**src/rtl/bscan_pkg.sv**
```systemverilog
package bscan_pkg;

  typedef struct packed {
    logic capture;
    logic shift;
    logic update;
    logic test_mode;
  } bs_ctrl_t;

  typedef enum logic [1:0] {
    SR_HOLD  = 2'd0,
    SR_LOAD  = 2'd1,
    SR_SHIFT = 2'd2
  } sr_op_e;

  // capture wins over shift
  function automatic sr_op_e sr_op(bs_ctrl_t c);
    if (c.capture)    return SR_LOAD;
    else if (c.shift) return SR_SHIFT;
    else              return SR_HOLD;
  endfunction

endpackage

```
**src/rtl/bscan_stage.sv**
```systemverilog
module bscan_stage
  import bscan_pkg::*;
(
  input  logic     tck_i,
  input  logic     rst_ni,
  input  bs_ctrl_t ctrl_i,
  input  logic     cap_i,
  input  logic     ser_i,
  output logic     ser_o,
  output logic     upd_o
);

  logic sr_q;
  logic upd_q;

  always_ff @(posedge tck_i or negedge rst_ni) begin
    if (!rst_ni) begin
      sr_q <= 1'b0;
    end else begin
      unique case (sr_op(ctrl_i))
        SR_LOAD:  sr_q <= cap_i;
        SR_SHIFT: sr_q <= ser_i;
        default:  sr_q <= sr_q;
      endcase
    end
  end

  // update latch on the falling edge
  always_ff @(negedge tck_i or negedge rst_ni) begin
    if (!rst_ni)           upd_q <= 1'b0;
    else if (ctrl_i.update) upd_q <= sr_q;
  end

  assign ser_o = sr_q;
  assign upd_o = upd_q;

endmodule

```
**src/rtl/bscan_in_cell.sv**
```systemverilog
module bscan_in_cell
  import bscan_pkg::*;
(
  input  logic     tck_i,
  input  logic     rst_ni,
  input  bs_ctrl_t ctrl_i,
  input  logic     pin_i,
  input  logic     ser_i,
  output logic     ser_o,
  output logic     core_o
);

  logic upd;
  logic cap;

  // internal test captures the inverse of what the core sees
  assign cap    = ctrl_i.test_mode ? ~core_o : pin_i;
  assign core_o = ctrl_i.test_mode ? upd : pin_i;

  bscan_stage u_stage (
    .tck_i  (tck_i),
    .rst_ni (rst_ni),
    .ctrl_i (ctrl_i),
    .cap_i  (cap),
    .ser_i  (ser_i),
    .ser_o  (ser_o),
    .upd_o  (upd)
  );

endmodule

```
**src/rtl/bscan_out_cell.sv**
```systemverilog
module bscan_out_cell
  import bscan_pkg::*;
(
  input  logic     tck_i,
  input  logic     rst_ni,
  input  bs_ctrl_t ctrl_i,
  input  logic     out_dis_i,
  input  logic     core_i,
  input  logic     ser_i,
  output logic     ser_o,
  output logic     pin_o
);

  logic upd;

  // latch stays data source while drivers are disabled
  assign pin_o = (ctrl_i.test_mode || out_dis_i) ? upd : core_i;

  bscan_stage u_stage (
    .tck_i  (tck_i),
    .rst_ni (rst_ni),
    .ctrl_i (ctrl_i),
    .cap_i  (core_i),
    .ser_i  (ser_i),
    .ser_o  (ser_o),
    .upd_o  (upd)
  );

endmodule

```
**src/rtl/bscan_chain.sv**
```systemverilog
module bscan_chain
  import bscan_pkg::*;
#(
  parameter int N_IN  = 8,
  parameter int M_OUT = 8
) (
  input  logic             tck_i,
  input  logic             rst_ni,
  input  logic             capture_dr_i,
  input  logic             shift_dr_i,
  input  logic             update_dr_i,
  input  logic             test_mode_i,
  input  logic             out_dis_i,
  input  logic             tdi_i,
  output logic             tdo_o,
  input  logic [N_IN-1:0]  pin_in_i,
  output logic [N_IN-1:0]  core_in_o,
  input  logic [M_OUT-1:0] core_out_i,
  output logic [M_OUT-1:0] pin_out_o,
  output logic             pin_oe_o
);

  localparam int LEN = N_IN + M_OUT;

  bs_ctrl_t    ctrl;
  logic [LEN:0] ser;

  assign ctrl.capture   = capture_dr_i;
  assign ctrl.shift     = shift_dr_i;
  assign ctrl.update    = update_dr_i;
  assign ctrl.test_mode = test_mode_i;

  assign ser[0]   = tdi_i;
  assign tdo_o    = ser[LEN];
  assign pin_oe_o = ~out_dis_i;

  for (genvar i = 0; i < N_IN; i++) begin : g_in
    bscan_in_cell u_cell (
      .tck_i  (tck_i),
      .rst_ni (rst_ni),
      .ctrl_i (ctrl),
      .pin_i  (pin_in_i[i]),
      .ser_i  (ser[i]),
      .ser_o  (ser[i+1]),
      .core_o (core_in_o[i])
    );
  end

  for (genvar j = 0; j < M_OUT; j++) begin : g_out
    bscan_out_cell u_cell (
      .tck_i     (tck_i),
      .rst_ni    (rst_ni),
      .ctrl_i    (ctrl),
      .out_dis_i (out_dis_i),
      .core_i    (core_out_i[j]),
      .ser_i     (ser[N_IN+j]),
      .ser_o     (ser[N_IN+j+1]),
      .pin_o     (pin_out_o[j])
    );
  end

endmodule

```
**config.mk**
```make
export PLATFORM = sky130hd
export DESIGN_NAME = bscan_chain
export DESIGN_NICKNAME = d
export VERILOG_FILES = /design/src/rtl/bscan_pkg.sv /design/src/rtl/bscan_stage.sv /design/src/rtl/bscan_in_cell.sv /design/src/rtl/bscan_out_cell.sv /design/src/rtl/bscan_chain.sv
export SDC_FILE = /design/constraint.sdc
export NUM_CORES = 1
export LEC_CHECK = 0
export BUFFER_PORTS_ARGS = -buffer_cell sky130_fd_sc_hd__clkbuf_2
export CORE_ASPECT_RATIO = 0.75
export CORE_MARGIN = 8
export CORE_UTILIZATION = 57
export CTS_CLUSTER_DIAMETER = 100
export DETAILED_ROUTE_END_ITERATION = 10
export PLACE_DENSITY = 0.85
export SYNTH_ARGS = -nofsm -noshare
export SYNTH_HDL_FRONTEND = slang
export SYNTH_SLANG_ARGS = --single-unit
```
**constraint.sdc**
```tcl
create_clock -name tck_i -period 2.6 [get_ports tck_i]
set_input_delay 0.13 -clock tck_i [delete_from_list [all_inputs] [get_ports tck_i]]
set_output_delay 0.13 -clock tck_i [all_outputs]
set_load 0.005 [all_outputs]
```
# After elaboration in Yosys (flattened, before gate mapping)
# Index checks and enable logic that the tools add are counted.
# word_totals
register_bits	32
inputBits	24
wordCells	87
out_inout_bits	18
# classes
n_bitwise	9
n_eq_ne	2
mux	42
n_reduce_logical	2
# op_table
operator	n
$pmux W1 S2	16
$mux W1	24
$not A1 Y1	9
$mux W2	2
$eq A2 B1 Y1 const B	1
$eq A2 B2 Y1 const B	1
$reduce_bool A2 Y1	1
$logic_or A1 B1 Y1	1

# Depth between registers and ports, before layout
# Gate-level depths: netlist of the first run.
# depth
depth_word	4
mapped_depth	4
ltp_nobuf	3

# By module
# Synthesis of the first run repeated with hierarchy kept, for this count alone.
# hier_totals
cells_unflattened	137
area_unflattened_um2	1655.3
# modules_own_cells
mod	seq_area_each_um2	cells_per_inst	instances	area_per_inst_um2
bscan_stage	50.0	6	16	83.8
bscan_in_cell	0.0	3	8	23.8
bscan_out_cell	0.0	2	8	15.0
bscan_chain	0.0	1	1	3.8

==> metrics.txt, run 1 <==
PostCTS Resize Cnt=0; antenna-violating nets left=0; relative slew slack=0.6346; compound-gate portion of the synthesized area=0.1039; final setup violation count=0; initial antenna violation count=0; Worst EP arrival=2.32 ns; Critical Path End Type=output port; I/O Buffers=41; max cap viols=0; Clock Skew=0.01260 ns; Die Wd=79.69 um; Total GRT Usage=0.1434; total grt overflow=0; Vias/cell=5.329; Synth Area in Simple Gates=0.08081; Fin. Hold Viols=0; die area=5082 sq um; Final Max Tran Viols=0; Avg Inst Size Synth=11.19 sq um; most common cell after layout, fill and taps aside=clkbuf_2; largest net degree at the start of global routing=33; Max Buffers Root-to-Sink=2; Residual DRC=0; Critical Path Start Type=register; Root Buffer=clkbuf_8; hpwl dp=2363 um; Mapped Cells=155; worst r2r src=g_in[7].u_cell.u_stage.upd_o; Vias=1167; Initial Util=0.5951; Cell Area, Placed=1815 sq um; most frequent cells in the layout=clkbuf_2, mux2_2, o21ai_0; DRT Pass-1 Iters=3; largest family of logic cells by synthesized area=multiplexers; starting DRC count in detailed routing=48; antenna fix cells=0; FP Rows=17; post-synthesis adder-cell area fraction=0; chip height=63.77 um; power per cell area=689.2 nW/um^2; Synth Area in XOR/XNOR=0; critical path class=register to output port; Area growth syn-to-layout=11.47%; Pleak=0.9815 nW; clock-pin slew on the worst setup and hold paths=0.06 ns; RSZ-0062 raised after global routing=false; FILL cells=224; Hold Crit Depth=3; R2R setup slack=0.43 ns; first-pass GRT wire length=5844 um; share of layout cells above drive strength 1=0.4088; CTS buffer count=5; end of the worst register-to-register path=g_in[7].u_cell.u_stage.ser_o; Endpoint, Worst Hold=g_out[5].u_cell.u_stage.ser_o; Synth Cell Area=1734 sq um; synth unique cells=16; Routed WL=3401 um; cts hold-fix bufs=1; post-synthesis register bit count=32; worst min path class=input pin to register; Clock Latency Late Sink=0.29 ns; CTS Sinks=32; cell area after layout=1933 sq um; Worst R2R Path Depth=3; Slew @ Worst Pin=0.5482 ns; synth warn=0; hold wc startpoint=core_out_i[5]; status=finished, final reports clean; CP Max Fanout=2; Placeable Area=2914 sq um; Peak supply drop=621.4 uV; number of post-CTS setup repair buffers=0; # IOs=42; register area share after synthesis=0.4618; setup TNS=0 ns; Nets=204; CTS tree=yes; post-synthesis mux area share=0.2482; syn_nets=179; H-tree Lvls=2; vias in the first global route=1290; drt wl/cell=15.53 um; Routability Congestion=0.7220; WP data required=2.47 ns
-- stage by stage --
stage,total power [W],cells,utilization,hold slack (ns),setup WS [ns]
after floorplan,0.0008284,155,-,-0.1656,0.3803
after global routing,0.001414,219,0.6634,0.06314,0.1036
after CTS,0.001350,219,0.6634,0.06268,0.1401
final,0.001332,219,0.6634,0.07346,0.1519
after detailed placement,0.0008821,210,0.6230,0.1716,0.2230
after global placement,0.0008656,210,0.6230,0.1588,0.2800
-- critical path, stage by stage, from the launching register on --
cell	delay, ns
dfrtn_1	0.36
mux2_2	0.26
clkbuf_2	0.11
-- flip-flops by register name (all words and copies together) (netlist names) --
register,flops
g_out.u_cell.u_stage.upd_o,8
g_in.u_cell.u_stage.ser_o,8
g_in.u_cell.u_stage.upd_o,8
g_out.u_cell.u_stage.ser_o,8
-- cell usage after synthesis (all sizes together) --
library cell,n,area [sq um]
a21o,8,60.06
and2b,3,22.52
buf,23,171.4
clkbuf,2,7.510
dfrtn,16,400.4
dfrtp,16,400.4
inv,1,3.750
mux2,24,270.3
mux2i,16,160.2
nand2,8,30.03
nor2,1,6.260
nor2b,13,81.33
o21ai,24,120.1
-- metal layers --
layer | GRT usage | routed length, um | vias up
met3 | 0.04330 | 170 | 5
met2 | 0.2355 | 1699 | 26
li1 | - | - | 568
met5 | 0 | 0 | -
met4 | 0.07604 | 52 | 0
met1 | 0.1640 | 1479 | 568
-- cells by family after synthesis --
| logic type | Yosys count |
|---|---|
| AOI/OAI and AO/OA | 32 |
| muxes | 40 |
| DFF | 32 |
| and+or+nand+nor | 25 |
| buffers and inverters | 26 |
-- worst max path at each step --
| stage | cells after the start | from | slack [ns] | endpoint |
|---|---|---|---|---|
| floorplan | 3 | update_dr_i | 0.38 | g_in[0].u_cell.u_stage.upd_o |
| global placement | 2 | update_dr_i | 0.28 | g_out[1].u_cell.u_stage.upd_o |
| detailed placement | 2 | update_dr_i | 0.22 | g_out[3].u_cell.u_stage.upd_o |
| CTS | 2 | g_out[2].u_cell.u_stage.upd_o | 0.14 | pin_out_o[2] |
| global route | 2 | g_out[2].u_cell.u_stage.upd_o | 0.10 | pin_out_o[2] |
| finish | 2 | g_out[2].u_cell.u_stage.upd_o | 0.15 | pin_out_o[2] |
-- cell type report --
type / count / area (sq um) / share of cell area
flip-flops and latches: 32 / 800.8 / 0.4142
multi-input cells: 97 / 750.7 / 0.3884
repair buffers: 43 / 222.7 / 0.1152
clock buffers: 6 / 72.57 / 0.03754
well taps: 38 / 47.55 / 0.02460
clock inverters: 2 / 35.03 / 0.01812
inverters: 1 / 3.754 / 0.001942
-- power by group --
part	internal, W	switching, W	leakage [nW]
clock	0.000284	0.000176	0.0552
sequential	0.000578	0.0000552	0.390
combinational	0.000135	0.000104	0.536
total	0.000997	0.000335	0.981
Power figures use the tool's default switching activity.
==> inputs of run 2 (changes only) <==
- CORE_UTILIZATION: 57 -> 25
- PLACE_DENSITY: 0.85 -> 0.44
==> run 2 against run 1 <==
  * Via count fell by 3.3%
  * Largest power group unchanged
  * Total power is 5.1% lower
  * Critical path depth unchanged
  * Sequential power is essentially flat
  * First-iteration DRC count fell by 40%
  * Register-to-register slack about the same
==> metrics.txt, run 2 (synthesized netlist as in run 1, its figures left out) <==
vias in the first global route=1229 (-4.7%); Residual DRC=0 (unchanged); WP data required=2.47 ns (about the same); Routed WL=3744 um (+10%); Root Buffer=clkbuf_8; Critical Path Start Type=register; Fin. Hold Viols=0 (unchanged); largest net degree at the start of global routing=33 (unchanged); Vias/cell=4.228 (-21%); Worst EP arrival=2.30 ns (-0.02 ns); starting DRC count in detailed routing=29 (-40%); FP Rows=26 (+9); chip height=88.13 um (+38%); max cap viols=0 (unchanged); total grt overflow=0 (unchanged); status=finished, final reports clean; antenna-violating nets left=0 (unchanged); critical path class=register to output port; Gate power share=0.195 (+0.016); sw frac=0.2603 (+0.008939); share of layout cells above drive strength 1=0.4098 (+0.0009963); hpwl dp=2757 um (+17%); Total GRT Usage=0.08159 (-0.06177); setup TNS=0 ns (unchanged); Psw=0.0003290 W (-1.8%); H-tree Lvls=2 (unchanged); Pint=0.0009350 W (-6.3%); share of power burned in registers=0.500 (+0.025); final setup violation count=0 (unchanged); CTS tree=yes; pre-CTS worst setup slack=0.3928 ns (+0.1698 ns); drt wl/cell=14.02 um (-9.7%); Initial Util=0.2563 (-0.3388); first-pass GRT wire length=6279 um (+7.4%); Clk pwr share=0.305 (-0.040); Area growth syn-to-layout=16.09%; Routability Congestion=0.6622 (-8.3%); Setup WS post-layout=0.1698 ns (+0.01795 ns); clock-pin slew on the worst setup and hold paths=0.06 ns (about the same); CP Max Fanout=2 (unchanged); Nets=206 (+0.98%); Max Buffers Root-to-Sink=2 (unchanged); Fin Hold WS=0.07892 ns (+0.005456 ns); power per cell area=627.8 nW/um^2 (-8.9%); total power=0.001264 W (-5.1%); antenna fix cells=0 (unchanged); Peak supply drop=198.2 uV (-68%); worst min path class=input pin to register; CTS Sinks=32 (unchanged); Slew @ Worst Pin=0.5794 ns (+0.03118 ns); Cell Area, Placed=1913 sq um (+5.4%); # IOs=42 (unchanged); DRT Pass-1 Iters=3 (unchanged); Pleak=0.9906 nW (+0.93%); Placeable Area=6766 sq um (+130%); Clock Latency Late Sink=0.28 ns (about the same); RSZ-0062 raised after global routing=false; PostCTS Resize Cnt=0 (unchanged); Vias=1129 (-3.3%); Clock Skew=0.01255 ns (-0.00005060 ns); Final Max Tran Viols=0 (unchanged); die area=9886 sq um (+95%); most common cell after layout, fill and taps aside=clkbuf_2; Critical Path End Type=output port; relative slew slack=0.6138 (-0.02079); most frequent cells in the layout=clkbuf_2, mux2_2, o21ai_0; I/O Buffers=41 (unchanged); initial antenna violation count=0 (unchanged); cell area after layout=2013 sq um (+4.1%); CTS buffer count=5 (unchanged); Die Wd=112.2 um (+41%)
-- run 2: cell count changes in the layout (fill, tap and decap cells not counted) --
cell       previous run  this run
clkinv_2              1         0
bufinv_16             1         0
clkbuf_1              1         2
clkbuf_8              5         6
buf_12                0         2
-- run 2: timing repair --
action / 4_1_cts / 5_1_grt
setup buffers: 0 / 0
hold buffers: 1 / 0
hold endpoints to repair: 5 / 0
-- run 2: layout make-up --
cell class                      instances  area, sq um
Clock buffer                            8        90.09
Fill cell                             723         4753
Inverter                                1        3.754
Multi-Input combinational cell         97        750.7
Sequential cell                        32        800.8
Tap cell                               84        105.1
Timing Repair Buffer                   45        262.8
-- run 2: final timing paths --
check                                               from                            end  slack [ns]  cells after the start
setup / recovery           g_out[3].u_cell.u_stage.upd_o                   pin_out_o[3]        0.17                      2
hold / removal                             core_out_i[0]  g_out[0].u_cell.u_stage.ser_o        0.08                      3
setup reg to reg            g_in[3].u_cell.u_stage.upd_o   g_in[3].u_cell.u_stage.ser_o        0.42                      3
hold reg to reg            g_out[2].u_cell.u_stage.upd_o  g_out[2].u_cell.u_stage.upd_o        0.46                      1
max in group asynchronous                         rst_ni  g_out[7].u_cell.u_stage.upd_o        0.71                      3
min in group asynchronous                         rst_ni   g_in[1].u_cell.u_stage.ser_o        0.28                      2
-- run 2: power by group through the flow --
stage / clock network (W) / registers (W) / logic, W
after floorplan: 0 / 0.000622 / 0.000206
after global placement: 0 / 0.000642 / 0.000250
final: 0.000385 / 0.000632 / 0.000247
after CTS: 0.000406 / 0.000633 / 0.000254
after detailed placement: 0 / 0.000642 / 0.000253
after global routing: 0.000425 / 0.000645 / 0.000281
-- run 2: metal layers --
metal | vias to the layer above | part of all wire | global-route usage
met4 | 0 | 0.0091 | 0.03293
met2 | 27 | 0.41 | 0.1199
met3 | 2 | 0.055 | 0.02893
li1 | 575 | - | -
met1 | 525 | 0.52 | 0.1067
met5 | - | 0 | 0
-- run 2: critical path: stages (launching register included) --
cell and delay, ns:
dfrtn_1 0.35, mux2_2 0.26, clkbuf_2 0.11
-- run 2: metrics by stage --
stage / utilization / std cells
floorplan: - / 155
global placement: 0.2827 / 258
detailed placement: 0.2827 / 258
CTS: 0.2975 / 267
global route: 0.2975 / 267
finish: 0.2975 / 267
==> inputs of run 3 (changes only) <==
- PLACE_DENSITY: 0.44 -> 0.45
- SYNTH_HIERARCHICAL: default -> 1
==> run 3 against run 2 <==
  * Wire length rose by 3.2%
  * First-iteration DRC count increased by 17%
  * Final cell count up 1.5%
  * Core utilization is 3.0 points higher
  * Global-route usage grew 0.52 points
  * Area after synthesis shrank 4.5%
  * Setup slack got worse by 0.049 ns
  * Critical path type unchanged
  * Critical endpoint is now pin_out_o[0]
==> metrics.txt, run 3 <==
CTS buffer count=5 (unchanged); most frequent cells in the layout=clkbuf_2, mux2_4; Post-synth EDFFs=0 (unchanged); Max Buffers Root-to-Sink=2 (unchanged); count leader, synth=mux2_4; Pleak=1.055 nW (+6.5%); Nets=213 (+3.4%); antenna fix cells=0 (unchanged); CP Max Fanout=2 (unchanged); Area growth syn-to-layout=25.77%; final setup violation count=0 (unchanged); Mapped Cells=137 (-12%); initial antenna violation count=0 (unchanged); chip height=86.47 um (-1.9%); setup TNS=0 ns (unchanged); number of post-CTS setup repair buffers=0 (unchanged); synth top area cells=dfrtn_1, dfrtp_1, mux2_4; worst min path class=input pin to register; # IOs=42 (unchanged); pre-CTS worst setup slack=0.3287 ns (-0.06413 ns); largest family of logic cells by synthesized area=multiplexers; Critical Path Start Type=register; FILL cells=664 (-8.2%); Psw=0.0003731 W (+13%); Vias=1175 (+4.1%); share of power burned in registers=0.485 (-0.015); largest net degree at the start of global routing=33 (unchanged); cell accounting for the most synthesized area=dfrtn_1; Routability Congestion=0.6997 (+5.7%); post-synthesis mux area share=0.3689 (+0.1207); die area=9508 sq um (-3.8%); Synth Area in Simple Gates=0.07256 (-0.008246); Gate power share=0.223 (+0.028); syn_nets=161 (-10%); clock-pin slew on the worst setup and hold paths=0.08 ns (+0.02 ns); hpwl dp=2663 um (-3.4%); Clock Latency Late Sink=0.29 ns (about the same); Yosys top cell area share=0.2419 (+0.01099); status=finished, final reports clean; Worst EP arrival=2.35 ns (+0.05 ns); total grt overflow=0 (unchanged); register area share after synthesis=0.4837 (+0.02199); RSZ-0062 raised after global routing=false; DRT Pass-1 Iters=5 (+2); Fin. Hold Viols=0 (unchanged); power per cell area=630.6 nW/um^2 (+0.43%); I/O Buffers=41 (unchanged); Final Max Tran Viols=0 (unchanged); max cap viols=0 (unchanged); post-synthesis adder-cell area fraction=0 (unchanged); Total GRT Usage=0.08675 (+0.005167); vias in the first global route=1241 (+0.98%); Pint=0.0009397 W (+0.51%); sw frac=0.2842 (+0.02392); Peak supply drop=229.2 uV (+16%); Vias/cell=4.336 (+2.5%); Slew @ Worst Pin=0.7702 ns (+0.1908 ns); synth unique cells=10 (-6); drt wl/cell=14.25 um (+1.7%); antenna-violating nets left=0 (unchanged); Synth Area in XOR/XNOR=0 (unchanged); Initial Util=0.2607 (+0.004403); total power=0.001313 W (+3.9%); Die Wd=110.0 um (-2.0%); Avg Inst Size Synth=12.08 sq um (+8.0%); ys flop type=dfrtp_1; starting DRC count in detailed routing=34 (+17%); post-synthesis register bit count=32 (unchanged); Root Buffer=clkbuf_8; multi-input logic area=850.8 sq um (+13%); critical path class=register to output port; compound-gate portion of the synthesized area=0.07256 (-0.03133); Fin Hold WS=0.07627 ns (-0.002651 ns); Clk pwr share=0.292 (-0.013); relative slew slack=0.4865 (-0.1272); storage element area=800.8 sq um (unchanged); Placeable Area=6350 sq um (-6.2%); first-pass GRT wire length=6520 um (+3.8%); CTS tree=yes; share of layout cells above drive strength 1=0.4000 (-0.009836); synth warn=6 (+6); Setup WS post-layout=0.1208 ns (-0.04901 ns); CTS Sinks=32 (unchanged); most common cell after layout, fill and taps aside=clkbuf_2; FP Rows=25 (-3.8%); Synth Cell Area=1655 sq um (-4.5%); Residual DRC=0 (unchanged); WP data required=2.47 ns (about the same); Critical Path End Type=output port; Clock Skew=0.01877 ns (+0.006213 ns); H-tree Lvls=2 (unchanged); Routed WL=3863 um (+3.2%); Post-synth ARST share=1.000 (unchanged)
==> run 3: per-stage QoR <==
step	util	cell area, sq um	cells
6_report	0.3279	2082	271
5_1_grt	0.3279	2082	271
4_1_cts	0.3279	2082	271
3_5_place_dp	0.3125	1984	262
3_3_place_gp	0.3125	1984	262
2_1_floorplan	-	1655	137
==> run 3: worst paths after layout <==
kind                                                from                       endpoint  slack (ns)  cells past startpoint
max                        g_out[0].u_cell/u_stage/upd_o                   pin_out_o[0]        0.12                      2
min                                        core_out_i[7]  g_out[7].u_cell/u_stage/ser_o        0.08                      3
max reg2reg                 g_in[4].u_cell/u_stage/upd_o   g_in[4].u_cell/u_stage/ser_o        0.44                      3
min reg2reg                g_out[4].u_cell/u_stage/upd_o  g_out[4].u_cell/u_stage/upd_o        0.46                      1
max in group asynchronous                         rst_ni   g_in[1].u_cell/u_stage/upd_o        0.66                      3
min in group asynchronous                         rst_ni  g_out[4].u_cell/u_stage/ser_o        0.41                      3
==> run 3: final cells by class <==
type | instances | share of cell area
clock inverter | 3 | 0.009014
multi-input combinational | 104 | 0.4087
timing repair buffer | 45 | 0.1142
sequential | 32 | 0.3846
tap | 81 | 0.04868
inverter | 1 | 0.001803
clock buffer | 5 | 0.03305
==> run 3: power groups by stage <==
| stage | logic (W) | registers [W] | clock network, W |
|---|---|---|---|
| 4_1_cts | 0.000302 | 0.000638 | 0.000402 |
| 3_3_place_gp | 0.000296 | 0.000646 | 0 |
| 5_1_grt | 0.000328 | 0.000649 | 0.000420 |
| 6_report | 0.000293 | 0.000637 | 0.000383 |
| 3_5_place_dp | 0.000299 | 0.000645 | 0 |
| 2_1_floorplan | 0.000180 | 0.000624 | 0 |
==> run 3: cell families (layout without fill, tap and decap cells) <==
kind of cell    after synthesis  after routing
compound gates               24             24
buf+inv                       1             54
simple gates                 32             32
mux                          48             48
flops                        32             32
==> run 3: metal layers <==
metal,part of all wire,GRT usage,vias up
li1,-,-,594
met2,0.44,0.1266,25
met5,0,0,-
met4,0.0093,0.02934,0
met3,0.057,0.02224,2
met1,0.50,0.1198,554
==> run 3: what timing repair did <==
action / CTS / global route
hold buffers: 1 / 0
hold endpoints to repair: 16 / 0
resized for setup: 0 / 0
==> run 3: critical path: stages (launching register included) <==
cell and delay (ns):
dfrtn_1 0.35, mux2_1 0.29, clkbuf_2 0.12
